## src/rtl/mdio_pkg.sv

```systemverilog
package mdio_pkg;
  localparam int unsigned DIV_W    = 8;
  localparam int unsigned PHY_AW   = 5;
  localparam int unsigned RNUM_W   = 5;
  localparam int unsigned DATA_W   = 16;
  localparam int unsigned BODY_W   = 2 + 2 + PHY_AW + RNUM_W + 2 + DATA_W;

  typedef enum logic [1:0] {
    OP_IDLE  = 2'd0,
    OP_SCAN  = 2'd1,
    OP_READ  = 2'd2,
    OP_WRITE = 2'd3
  } op_e;

  // half period of the management clock in system clocks
  function automatic logic [DIV_W-1:0] half_of(input logic [DIV_W-1:0] div);
    if (div < DIV_W'(2)) return DIV_W'(1);
    return div >> 1;
  endfunction

  // frame without preamble, MSB goes out first
  function automatic logic [BODY_W-1:0] frame_body(input logic wr,
                                                   input logic [PHY_AW-1:0] phy,
                                                   input logic [RNUM_W-1:0] rnum,
                                                   input logic [DATA_W-1:0] wd);
    return {2'b01, (wr ? 2'b01 : 2'b10), phy, rnum, (wr ? 2'b10 : 2'b11),
            (wr ? wd : {DATA_W{1'b1}})};
  endfunction

  function automatic op_e pick_op(input logic [2:0] cmd);
    if (cmd[2]) return OP_WRITE;
    if (cmd[1]) return OP_READ;
    if (cmd[0]) return OP_SCAN;
    return OP_IDLE;
  endfunction
endpackage

```

## src/rtl/mdio_clkgen.sv

```systemverilog
module mdio_clkgen
  import mdio_pkg::*;
#(
  parameter int unsigned DW = DIV_W
) (
  input  logic          clk,
  input  logic          rst_n,
  input  logic          run,
  input  logic [DW-1:0] half,
  output logic          mdc,
  output logic          rise_tick,
  output logic          fall_tick
);
  logic [DW-1:0] cnt;
  logic          wrap;

  assign wrap      = run && (cnt >= half - 1'b1);
  assign rise_tick = wrap & ~mdc;
  assign fall_tick = wrap & mdc;

  always_ff @(posedge clk or negedge rst_n) begin
    if (!rst_n) begin
      cnt <= '0;
      mdc <= 1'b0;
    end else if (!run) begin
      cnt <= '0;
      mdc <= 1'b0;
    end else if (wrap) begin
      cnt <= '0;
      mdc <= ~mdc;
    end else begin
      cnt <= cnt + 1'b1;
    end
  end
endmodule

```

## src/rtl/mdio_seq.sv

```systemverilog
module mdio_seq
  import mdio_pkg::*;
#(
  parameter int unsigned PRE_BITS = 32
) (
  input  logic              clk,
  input  logic              rst_n,
  input  logic              start,
  input  logic              start_wr,
  input  logic              nopre,
  input  logic [PHY_AW-1:0] phy,
  input  logic [RNUM_W-1:0] rnum,
  input  logic [DATA_W-1:0] wdata,
  input  logic              rise_tick,
  input  logic              fall_tick,
  input  logic              mdio_i,
  output logic              busy,
  output logic              done,
  output logic              rel_phase,
  output logic              mdio_o,
  output logic              mdio_oe,
  output logic [DATA_W-1:0] rdata
);
  localparam int unsigned FRAME_W = PRE_BITS + BODY_W;
  localparam int unsigned CW      = $clog2(FRAME_W + 1);

  logic [FRAME_W-1:0] shreg;
  logic [CW-1:0]      left;
  logic               is_wr;
  logic [BODY_W-1:0]  body;

  assign body      = frame_body(start_wr, phy, rnum, wdata);
  assign done      = busy && fall_tick && (left == CW'(1));
  assign rel_phase = busy && !is_wr && (left <= CW'(DATA_W + 2));
  assign mdio_o    = shreg[FRAME_W-1];
  assign mdio_oe   = busy && !rel_phase;

  always_ff @(posedge clk or negedge rst_n) begin
    if (!rst_n) begin
      busy  <= 1'b0;
      is_wr <= 1'b0;
      left  <= '0;
      shreg <= '0;
    end else if (start) begin
      busy  <= 1'b1;
      is_wr <= start_wr;
      left  <= nopre ? CW'(BODY_W) : CW'(FRAME_W);
      shreg <= nopre ? {body, {PRE_BITS{1'b0}}} : {{PRE_BITS{1'b1}}, body};
    end else if (done) begin
      busy <= 1'b0;
    end else if (busy && fall_tick) begin
      shreg <= shreg << 1;
      left  <= left - 1'b1;
    end
  end

  always_ff @(posedge clk or negedge rst_n) begin
    if (!rst_n) rdata <= '0;
    else if (busy && !is_wr && rise_tick && (left <= CW'(DATA_W)))
      rdata <= {rdata[DATA_W-2:0], mdio_i};
  end
endmodule

```

## src/rtl/mdio_regs.sv

```systemverilog
module mdio_regs
  import mdio_pkg::*;
#(
  parameter int unsigned      RA_W    = 3,
  parameter logic [DIV_W-1:0] DIV_RST = 8'd100
) (
  input  logic              clk,
  input  logic              rst_n,
  input  logic              reg_we,
  input  logic [RA_W-1:0]   reg_addr,
  input  logic [31:0]       reg_wdata,
  output logic [31:0]       reg_rdata,
  input  logic              seq_busy,
  input  logic              seq_done,
  input  logic [DATA_W-1:0] seq_rdata,
  output logic              start,
  output logic              start_wr,
  output logic              nopre,
  output logic [DIV_W-1:0]  half,
  output logic [PHY_AW-1:0] phy,
  output logic [RNUM_W-1:0] rnum,
  output logic [DATA_W-1:0] wdata,
  output logic              scan_idle_start,
  output logic              armed,
  output logic              cur_scan,
  output logic              invalid,
  output logic [2:0]        cmd_q
);
  localparam logic [RA_W-1:0] A_MODE = RA_W'(0);
  localparam logic [RA_W-1:0] A_CMD  = RA_W'(1);
  localparam logic [RA_W-1:0] A_ADDR = RA_W'(2);
  localparam logic [RA_W-1:0] A_TX   = RA_W'(3);
  localparam logic [RA_W-1:0] A_RX   = RA_W'(4);
  localparam logic [RA_W-1:0] A_STAT = RA_W'(5);

  logic [DIV_W-1:0]  div_q;
  logic [DATA_W-1:0] rx_q;
  logic              cur_wr;
  logic              link_fail;
  logic              go_idle;
  logic              go_next;
  op_e               sel;
  logic              unused_wd;

  assign unused_wd = ^reg_wdata[31:16];
  assign half      = half_of(div_q);
  assign sel       = pick_op(cmd_q);
  assign go_idle   = !seq_busy && armed && (sel != OP_IDLE);
  assign go_next   = seq_done && cur_scan && cmd_q[0];
  assign start     = go_idle || go_next;
  assign start_wr  = go_idle && (sel == OP_WRITE);
  assign scan_idle_start = go_idle && (sel == OP_SCAN);

  always_ff @(posedge clk or negedge rst_n) begin
    if (!rst_n) begin
      div_q <= DIV_RST;
      nopre <= 1'b0;
      cmd_q <= '0;
      phy   <= '0;
      rnum  <= '0;
      wdata <= '0;
    end else if (reg_we) begin
      case (reg_addr)
        A_MODE: begin
          div_q <= {reg_wdata[DIV_W-1:1], 1'b0};
          nopre <= reg_wdata[DIV_W];
        end
        A_CMD:  cmd_q <= reg_wdata[2:0];
        A_ADDR: begin
          phy  <= reg_wdata[PHY_AW-1:0];
          rnum <= reg_wdata[8 +: RNUM_W];
        end
        A_TX:   wdata <= reg_wdata[DATA_W-1:0];
        default: ;
      endcase
    end
  end

  always_ff @(posedge clk or negedge rst_n) begin
    if (!rst_n) begin
      armed     <= 1'b1;
      cur_scan  <= 1'b0;
      cur_wr    <= 1'b0;
      rx_q      <= '0;
      link_fail <= 1'b0;
      invalid   <= 1'b0;
    end else begin
      if (cmd_q == 3'b000) armed <= 1'b1;
      else if (go_idle)    armed <= 1'b0;
      if (start) begin
        cur_scan <= go_idle ? (sel == OP_SCAN) : 1'b1;
        cur_wr   <= start_wr;
      end
      if (seq_done && !cur_wr) rx_q <= seq_rdata;
      if (scan_idle_start) invalid <= 1'b1;
      if (seq_done && cur_scan) begin
        invalid   <= 1'b0;
        link_fail <= ~seq_rdata[2];
      end
    end
  end

  always_comb begin
    reg_rdata = '0;
    case (reg_addr)
      A_MODE: reg_rdata = 32'({nopre, div_q});
      A_CMD:  reg_rdata = 32'(cmd_q);
      A_ADDR: reg_rdata = 32'({rnum, 3'b000, phy});
      A_TX:   reg_rdata = 32'(wdata);
      A_RX:   reg_rdata = 32'(rx_q);
      A_STAT: reg_rdata = 32'({invalid, seq_busy, link_fail});
      default: reg_rdata = '0;
    endcase
  end
endmodule

```

## src/rtl/mdio_master.sv

```systemverilog
module mdio_master
  import mdio_pkg::*;
#(
  parameter int unsigned      PRE_BITS = 32,
  parameter int unsigned      RA_W     = 3,
  parameter logic [DIV_W-1:0] DIV_RST  = 8'd100
) (
  input  logic            clk,
  input  logic            rst_n,
  input  logic            reg_we,
  input  logic [RA_W-1:0] reg_addr,
  input  logic [31:0]     reg_wdata,
  output logic [31:0]     reg_rdata,
  output logic            mdc,
  output logic            mdio_o,
  output logic            mdio_oe,
  input  logic            mdio_i
);
  logic              busy, done, rel_phase;
  logic              start, start_wr, nopre;
  logic [DIV_W-1:0]  half;
  logic [PHY_AW-1:0] phy;
  logic [RNUM_W-1:0] rnum;
  logic [DATA_W-1:0] wdata, rdata;
  logic              rise_tick, fall_tick;
  logic              scan_idle_start, armed, cur_scan, invalid;
  logic [2:0]        cmd_q;

  mdio_regs #(.RA_W(RA_W), .DIV_RST(DIV_RST)) u_regs (
    .clk(clk), .rst_n(rst_n), .reg_we(reg_we), .reg_addr(reg_addr),
    .reg_wdata(reg_wdata), .reg_rdata(reg_rdata),
    .seq_busy(busy), .seq_done(done), .seq_rdata(rdata),
    .start(start), .start_wr(start_wr), .nopre(nopre), .half(half),
    .phy(phy), .rnum(rnum), .wdata(wdata),
    .scan_idle_start(scan_idle_start), .armed(armed), .cur_scan(cur_scan),
    .invalid(invalid), .cmd_q(cmd_q)
  );

  mdio_clkgen #(.DW(DIV_W)) u_clk (
    .clk(clk), .rst_n(rst_n), .run(busy), .half(half),
    .mdc(mdc), .rise_tick(rise_tick), .fall_tick(fall_tick)
  );

  mdio_seq #(.PRE_BITS(PRE_BITS)) u_seq (
    .clk(clk), .rst_n(rst_n), .start(start), .start_wr(start_wr),
    .nopre(nopre), .phy(phy), .rnum(rnum), .wdata(wdata),
    .rise_tick(rise_tick), .fall_tick(fall_tick), .mdio_i(mdio_i),
    .busy(busy), .done(done), .rel_phase(rel_phase),
    .mdio_o(mdio_o), .mdio_oe(mdio_oe), .rdata(rdata)
  );
endmodule

```

## config.mk

```make
export PLATFORM = sky130hd
export DESIGN_NAME = mdio_master
export DESIGN_NICKNAME = d
export VERILOG_FILES = /design/src/rtl/mdio_pkg.sv /design/src/rtl/mdio_clkgen.sv /design/src/rtl/mdio_seq.sv /design/src/rtl/mdio_regs.sv /design/src/rtl/mdio_master.sv
export SDC_FILE = /design/constraint.sdc
export NUM_CORES = 1
export LEC_CHECK = 0
export ABC_CLOCK_PERIOD_IN_PS = 4900
export BUFFER_PORTS_ARGS = -buffer_cell sky130_fd_sc_hd__buf_4
export CORE_MARGIN = 1.5
export CORE_UTILIZATION = 45
export DETAILED_ROUTE_END_ITERATION = 12
export PLACE_DENSITY = 0.71
export SLEW_MARGIN = 25
export SYNTH_ARGS = -nofsm -noshare
export SYNTH_HDL_FRONTEND = slang
export SYNTH_SLANG_ARGS = --single-unit
```

## constraint.sdc

```tcl
create_clock -name clk -period 4.9 [get_ports clk]
set_clock_uncertainty 0.15 [all_clocks]
set_input_delay 0.735 -clock clk [delete_from_list [all_inputs] [get_ports clk]]
set_output_delay 0.735 -clock clk [all_outputs]
set_load 0.02 [all_outputs]
```

# After elaboration in Yosys (flattened, before gate mapping)
# Index checks and enable logic that the tools add are counted.
[classes]
n_reduce_logical = 31
n_addsub = 3
n_lt_le_gt_ge = 4
eq_ne = 10
bitwise = 4
muxes = 38
[op_table]
columns = ["op", "count"]
rows = [
  ["64-bit 2-to-1 mux", 4],
  ["16-bit one-hot mux with 6 select lines", 1],
  ["8-bit 2-to-1 mux", 4],
  ["7-bit 2-to-1 mux", 4],
  ["1-bit 2-to-1 mux", 17],
  ["16-bit 2-to-1 mux", 1],
  ["1-bit logical AND", 15],
  ["7-bit by 5-bit <= comparator with 1-bit output, second input constant", 2],
  ["2-bit 2-to-1 mux", 7],
  ["2-bit AND reduction", 5],
  ["2-bit nonzero test", 5],
  ["8-bit by 1-bit adder with 8-bit output, second input constant", 1],
  ["8-bit >= comparator", 1],
  ["8-bit by 2-bit < comparator with 1-bit output, second input constant", 1],
  ["8-bit by 1-bit subtractor with 8-bit output, second input constant", 1],
  ["7-bit by 1-bit equality test with 1-bit output, second input constant", 1],
  ["7-bit by 1-bit subtractor with 7-bit output, second input constant", 1],
  ["3-bit by 2-bit equality test with 1-bit output, second input constant", 2],
  ["3-bit equality test, second input constant", 2],
  ["3-bit zero test", 2],
  ["2-bit != test, second input constant", 2],
  ["3-bit by 1-bit equality test with 1-bit output, second input constant", 1],
  ["1-bit zero test", 3],
  ["1-bit AND", 2],
  ["other kinds (4)", 5],
]
[totals]
register_bits = 155
out_inout_bits = 35
input_bits = 39

# Logic depth before layout (Yosys ltp)
[depth]
depth_word = 14
ltp_mapped = 16
mapped_depth_nobuf = 13

# By module
# A second synthesis with hierarchy kept.
[unflattened]
hier_cells = 703
hier_area_um2 = 7780.0
[modules_own_cells]
columns = ["mod", "cells_per_inst", "instances", "area_each_um2"]
rows = [
  ["mdio_seq", 402, 1, 4159.0],
  ["mdio_regs", 225, 1, 2895.3],
  ["mdio_clkgen", 76, 1, 725.7],
]

# Least setup slack after synthesis
# OpenSTA, ideal clock, no wires.
[synth_timing]
path_kind = "flip-flop to flip-flop"
from = "reg u_regs.div_q[3]"
to = "reg u_seq.shreg[55]"
arrival_ps = 3386
setup_slack_ps = 1227
period_less_slack_ps = 3673
t_required_ps = 4612
path_buffers = 3
stages_incl_launch_ff = 17
cell_sequence = "dfrtp_1 or3_1 nor4_1 nor2_1 ha_1 nand2_1 xor2_1 ha_1 a21o_1 a221oi_4 nor3_1 or2_1 buf_6 buf_8 buf_6 nand2_1 o221ai_1"
[synth_between]
elab_chain_len = 14
[synth_rtl]
columns = ["element", "line", "text"]
rows = [
  ["from (decl)", "mdio_regs.sv:36", "logic [DIV_W-1:0] div_q;"],
  ["from (signal assigned)", "mdio_regs.sv:65", "div_q <= {reg_wdata[DIV_W-1:1], 1'b0};"],
  ["8-bit by 2-bit < comparator with 1-bit output", "mdio_pkg.sv:17", "if (div < DIV_W'(2)) return DIV_W'(1);"],
  ["1-bit 2-to-1 mux", "mdio_pkg.sv:17", ""],
  ["8-bit 2-to-1 mux (*)", "mdio_pkg.sv:18", "return div >> 1;"],
  ["8-bit by 1-bit subtractor with 8-bit output (*)", "mdio_clkgen.sv:17", "assign wrap = run && (cnt >= half - 1'b1);"],
  ["8-bit >= comparator (*)", "mdio_clkgen.sv:17", ""],
  ["1-bit logical AND (*)", "mdio_clkgen.sv:17", ""],
  ["1-bit AND (*)", "mdio_clkgen.sv:19", "assign fall_tick = wrap & mdc;"],
  ["1-bit logical AND (*)", "mdio_seq.sv:33, mdio_seq.sv:51", ""],
  ["1-bit logical AND", "mdio_seq.sv:33", "assign done = busy && fall_tick && (left == CW'(1));"],
  ["1-bit logical AND (2 in series)", "mdio_regs.sv:49", "assign go_next = seq_done && cur_scan && cmd_q[0];"],
  ["1-bit logical OR", "mdio_regs.sv:50", "assign start = go_idle || go_next;"],
  ["2-bit != test (no source line) or 2-bit nonzero test (tied branches)", "-", ""],
  ["2-bit AND reduction (no source line)", "-", ""],
  ["to (signal assigned)", "mdio_seq.sv:48", "shreg <= nopre ? {body, {PRE_BITS{1'b0}}} : {{PRE_BITS{1'b1}}, body};"],
  ["to (signal assigned)", "mdio_seq.sv:52", "shreg <= shreg << 1;"],
  ["to (decl)", "mdio_seq.sv:27", "logic [FRAME_W-1:0] shreg;"],
]
# Every way passes the cells marked *; elsewhere a longest branch is shown, timed or not.
# A chain may end at the register's enable or synchronous reset.

# Final worst setup path
[layout_timing]
from = "reg u_regs.div_q[3]"
to = "reg u_seq.shreg[21]"
# The elaborated chain is that of the path after synthesis.

==> results.txt <==
----------------------------------------------------
[Placement]
  IO buf count ... around 40
  DPL Wire Length ... 11600 um
  Final GP Congestion ... ~0.83

[Global route]
  Antenna violations before repair ... 0
  Vias in the first global route ... ~5600
  Largest net degree at the start of global routing ... between 100 and 150
  Global-route total usage across every layer ... roughly a fifth
  Global-route wire length before repair ... ~30000 um
  Residual overflow from global routing ... 0

[Critical path]
  Reg-to-reg startpoint ... u_regs.div_q[3]$_DFFE_PN0P_
  First element of the critical path ... u_regs.div_q[3]$_DFFE_PN0P_
  Worst reg2reg setup slack ... a little under 0.6 ns
  Data arrival time of the critical path ... roughly 4.5 ns
  Startpoint Class ... flip-flop
  Critical path capture point ... u_seq.shreg[21]$_DFFE_PN0P_
  Capture point of the worst reg-to-reg path ... u_seq.shreg[21]$_DFFE_PN0P_
  Cells on worst reg2reg path ... 14
  Kind of end point of the critical path ... flip-flop
  Start-to-end type of the worst setup path ... reg2reg
  Crit path required time ... 5.05 ns
  Max Fanout on Critical Path ... 25

[Drt]
  Number of DRC markers after the initial detailed-route iteration ... approximately 360
  Detailed-route DRC error count ... 0
  Detailed-route wire length ... roughly 18000 um
  Average routed wire per standard cell ... ~18 um
  Post-route met1 wirelength ... around 8000 um
  Top Layer Used ... met4
  Detailed-routed wire length on met2 ... about 8500 um
  DR WL met3 ... 1040 um
  Pre-Repair DR Iteration Count ... 4
  Count of vias placed by the detailed router ... between 5000 and 6000
  Number of routed nets with antenna violations ... 0
  Ratio of routed vias to standard cells ... about 5.7

[Floorplan]
  Number of primary I/O pins ... 74
  Core box area ... approximately 17000 um2
  Die area ... around 18000 um2
  X dimension of the die ... 135 um
  Num rows ... 48
  Starting density of the core ... between 40% and 50%
  Chip height ... between 100 and 150 um

[Power and ir drop]
  Total power density per cell area ... around 550 nW/um2
  Reported leakage power ... around 4.0 nW
  Final Power ... 4.87 mW
  Proportion of power drawn by combinational gates ... just under 30%
  Internal power ... between 3 and 4 mW
  Clock share of power ... just under 30%
  Total net switching power ... 1.66 mW
  Reg power frac ... between 40% and 50%
  Maximum vdd drop ... roughly 0.28 mV
  Fraction of power spent switching nets ... around 34%

[Outcome]
  Result of the run ... finished, final reports clean

[Yosys]
  Sequential share of the synthesized area ... 49.4%
  Mean area per synthesized cell ... roughly 11 um2
  Post-synth EDFFs ... 0
  Post-synthesis async set-or-reset flop share ... between 90% and 100%
  Cell with the most instances after synthesis ... sky130_fd_sc_hd__dfrtp_1
  Ys Warns ... 0
  Post-Syn Area ... approximately 7900 um2
  Library cells used by synthesis ... 69
  Top cell types by occurrence after synthesis ... 151 x sky130_fd_sc_hd__dfrtp_1, 66 x sky130_fd_sc_hd__nand2_1, 59 x sky130_fd_sc_hd__mux2_2, 59 x sky130_fd_sc_hd__nor2_1, 28 x sky130_fd_sc_hd__inv_1
  Mapped Cells ... ~740
  Most area-consuming cells after synthesis ... sky130_fd_sc_hd__dfrtp_1 48%, sky130_fd_sc_hd__mux2_2 8.5%, sky130_fd_sc_hd__nand2_1 3.2%
  Synth top area share ... 48.1%
  Synthesis-stage register bit count ... around 160
  Dominant synthesized flop cell ... sky130_fd_sc_hd__dfrtp_1
  Library cell occupying the most area in the post-synthesis netlist ... sky130_fd_sc_hd__dfrtp_1

[Timing]
  Accumulated negative setup slack ... 0 ns
  Final hold vios ... 0
  Timing-limited maximum frequency ... roughly 0.23 GHz
  Clock period minus final worst setup slack ... between 4 and 5 ns
  Slew Viols, Final ... 0
  Share of the cycle needed by the critical path after routing ... a little under 90%
  Unrepaired setup endpoints after global routing ... false
  Slew Limit Headroom ... around two fifths
  Final number of setup-violating endpoints ... 0
  Slew at the pin closest to its max-slew limit ... slightly below 0.9 ns

[Clocking]
  # resized after CTS ... 0
  Clock transition time at the flip-flop clock pins of the worst setup and hold paths ... 0.07 ns
  Number of buffers added by the clock tree synthesis step ... 17
  Post-CTS setup repair buffer count ... 0
  Clock insertion delay at the later pin of the skew report ... between 0.4 and 0.5 ns
  CTS Hold Buffers Added ... 0
  TritonCTS clock tree ... done
  Master cell of the clock root buffer ... sky130_fd_sc_hd__clkbuf_16
  CTS Sinks ... 155
  Number of buffers on the longest clock path ... 2
  Number of levels the H-tree was split into ... 4

[Min path]
  Class of the tightest hold or removal check ... in2async

[Final layout]
  Area growth from synthesis to layout ... 12.5%
  Antenna cells ... 0
  NumNets Final ... 810
  Fraction of layout instances using a drive strength above 1 ... 21.0%

[Flow run]
  Maximum Capacitance Violations ... 0

----------------------------------------------------
==> flip-flops by register name (all words and copies together), names as in the netlist <==
register / flops
u_clk.cnt: 8
u_clk.mdc: 1
u_regs.armed: 1
u_regs.cmd_q: 3
u_regs.cur_scan: 1
u_regs.cur_wr: 1
u_regs.div_q: 7
u_regs.invalid: 1
u_regs.link_fail: 1
u_regs.nopre: 1
u_regs.phy: 5
u_regs.rnum: 5
u_regs.rx_q: 16
u_regs.wdata: 16
u_seq.busy: 1
u_seq.left: 7
u_seq.rdata: 16
u_seq.shreg: 64
==> cell usage in the layout (no fill, tap or decap), drive strengths merged, types with 23 or more instances in the layout <==
cell type,instances
nor3,24
o221ai,26
mux2,69
dfrtp,151
nand2,67
o21ai,44
nor2,60
buf,51
mux2i,23
a21oi,26
inv,34
==> power by group through the flow <==
stage,sequential [mW],clock (mW),combinational (mW)
2_1_floorplan,1.92,0,1.16
3_3_place_gp,2.02,0,1.37
4_1_cts,2.02,1.44,1.42
5_1_grt,2.08,1.50,1.60
3_5_place_dp,2.04,0,1.41
6_report,2.02,1.43,1.41
==> per-stage QoR <==
stage                     hold slack [ns]  util [%]  cell area (um2)  cells  setup slack [ns]
after floorplan                     0.289         -             7920    754              1.23
after global placement              0.312      47.8             8200    965             0.603
after detailed placement            0.322      47.8             8210    965             0.625
after CTS                           0.333      51.5             8840    997             0.576
after global routing                0.346      51.5             8850    997             0.198
final                               0.216      51.5             8850    997             0.594
==> metal layers <==
layer / GRT usage, % / vias to the layer above
met5: 0 / -
met4: 7.83 / 0
met3: 4.68 / 25
met2: 32.6 / 164
met1: 29.6 / 2854
li1: - / 2640
==> worst max-delay path, cell delays in order, from the launching register on <==
cell                       delay, ns
sky130_fd_sc_hd__dfrtp_1        0.44
sky130_fd_sc_hd__or3_1          0.45
sky130_fd_sc_hd__nor4_1         0.39
sky130_fd_sc_hd__nor2_1         0.13
sky130_fd_sc_hd__ha_1           0.26
sky130_fd_sc_hd__nand2_1        0.09
sky130_fd_sc_hd__xor2_1         0.16
sky130_fd_sc_hd__ha_1           0.26
sky130_fd_sc_hd__a21o_1         0.22
sky130_fd_sc_hd__a221oi_4       0.41
sky130_fd_sc_hd__nor3_1         0.16
sky130_fd_sc_hd__or2_2          0.54
sky130_fd_sc_hd__buf_12         0.25
sky130_fd_sc_hd__mux2i_1        0.17
sky130_fd_sc_hd__o21ai_1        0.08
==> worst min path at each step <==
stage	startpoint	endpoint	slack, ns	cells past startpoint
2_1_floorplan	rst_n	u_clk.cnt[0]$_DFF_PN0_	0.29	0
3_3_place_gp	u_seq.shreg[57]$_DFFE_PN0P_	u_seq.shreg[58]$_DFFE_PN0P_	0.31	2
3_5_place_dp	u_seq.shreg[53]$_DFFE_PN0P_	u_seq.shreg[54]$_DFFE_PN0P_	0.32	2
4_1_cts	rst_n	u_seq.left[3]$_DFFE_PN0P_	0.33	1
5_1_grt	rst_n	u_seq.left[4]$_DFFE_PN0P_	0.35	1
6_report	rst_n	u_clk.mdc$_DFFE_PN0P_	0.22	1
==> layout make-up <==
class                      count  area [um2]
inverter                      28         105
timing repair buffer          52         422
fill                        1558        8330
sequential                   155        3880
multi-input combinational    505        3520
clock inverter                15         211
clock buffer                  17         425
tap                          225         282
==> kinds of logic (layout without fill, tap and decap cells) <==
family          count (synthesis)  count (layout)  synth area share (%)
xor+xnor                       14              14                  1.56
flops                         155             155                  49.4
compound gates                159             159                  14.2
fa+ha+maj                      12              12                  1.91
simple gates                  211             211                  13.4
buf+inv                        94             112                  6.62
mux                            92              92                  12.8
other cells                     2              17                0.0955
Power figures use the tool's default switching activity.
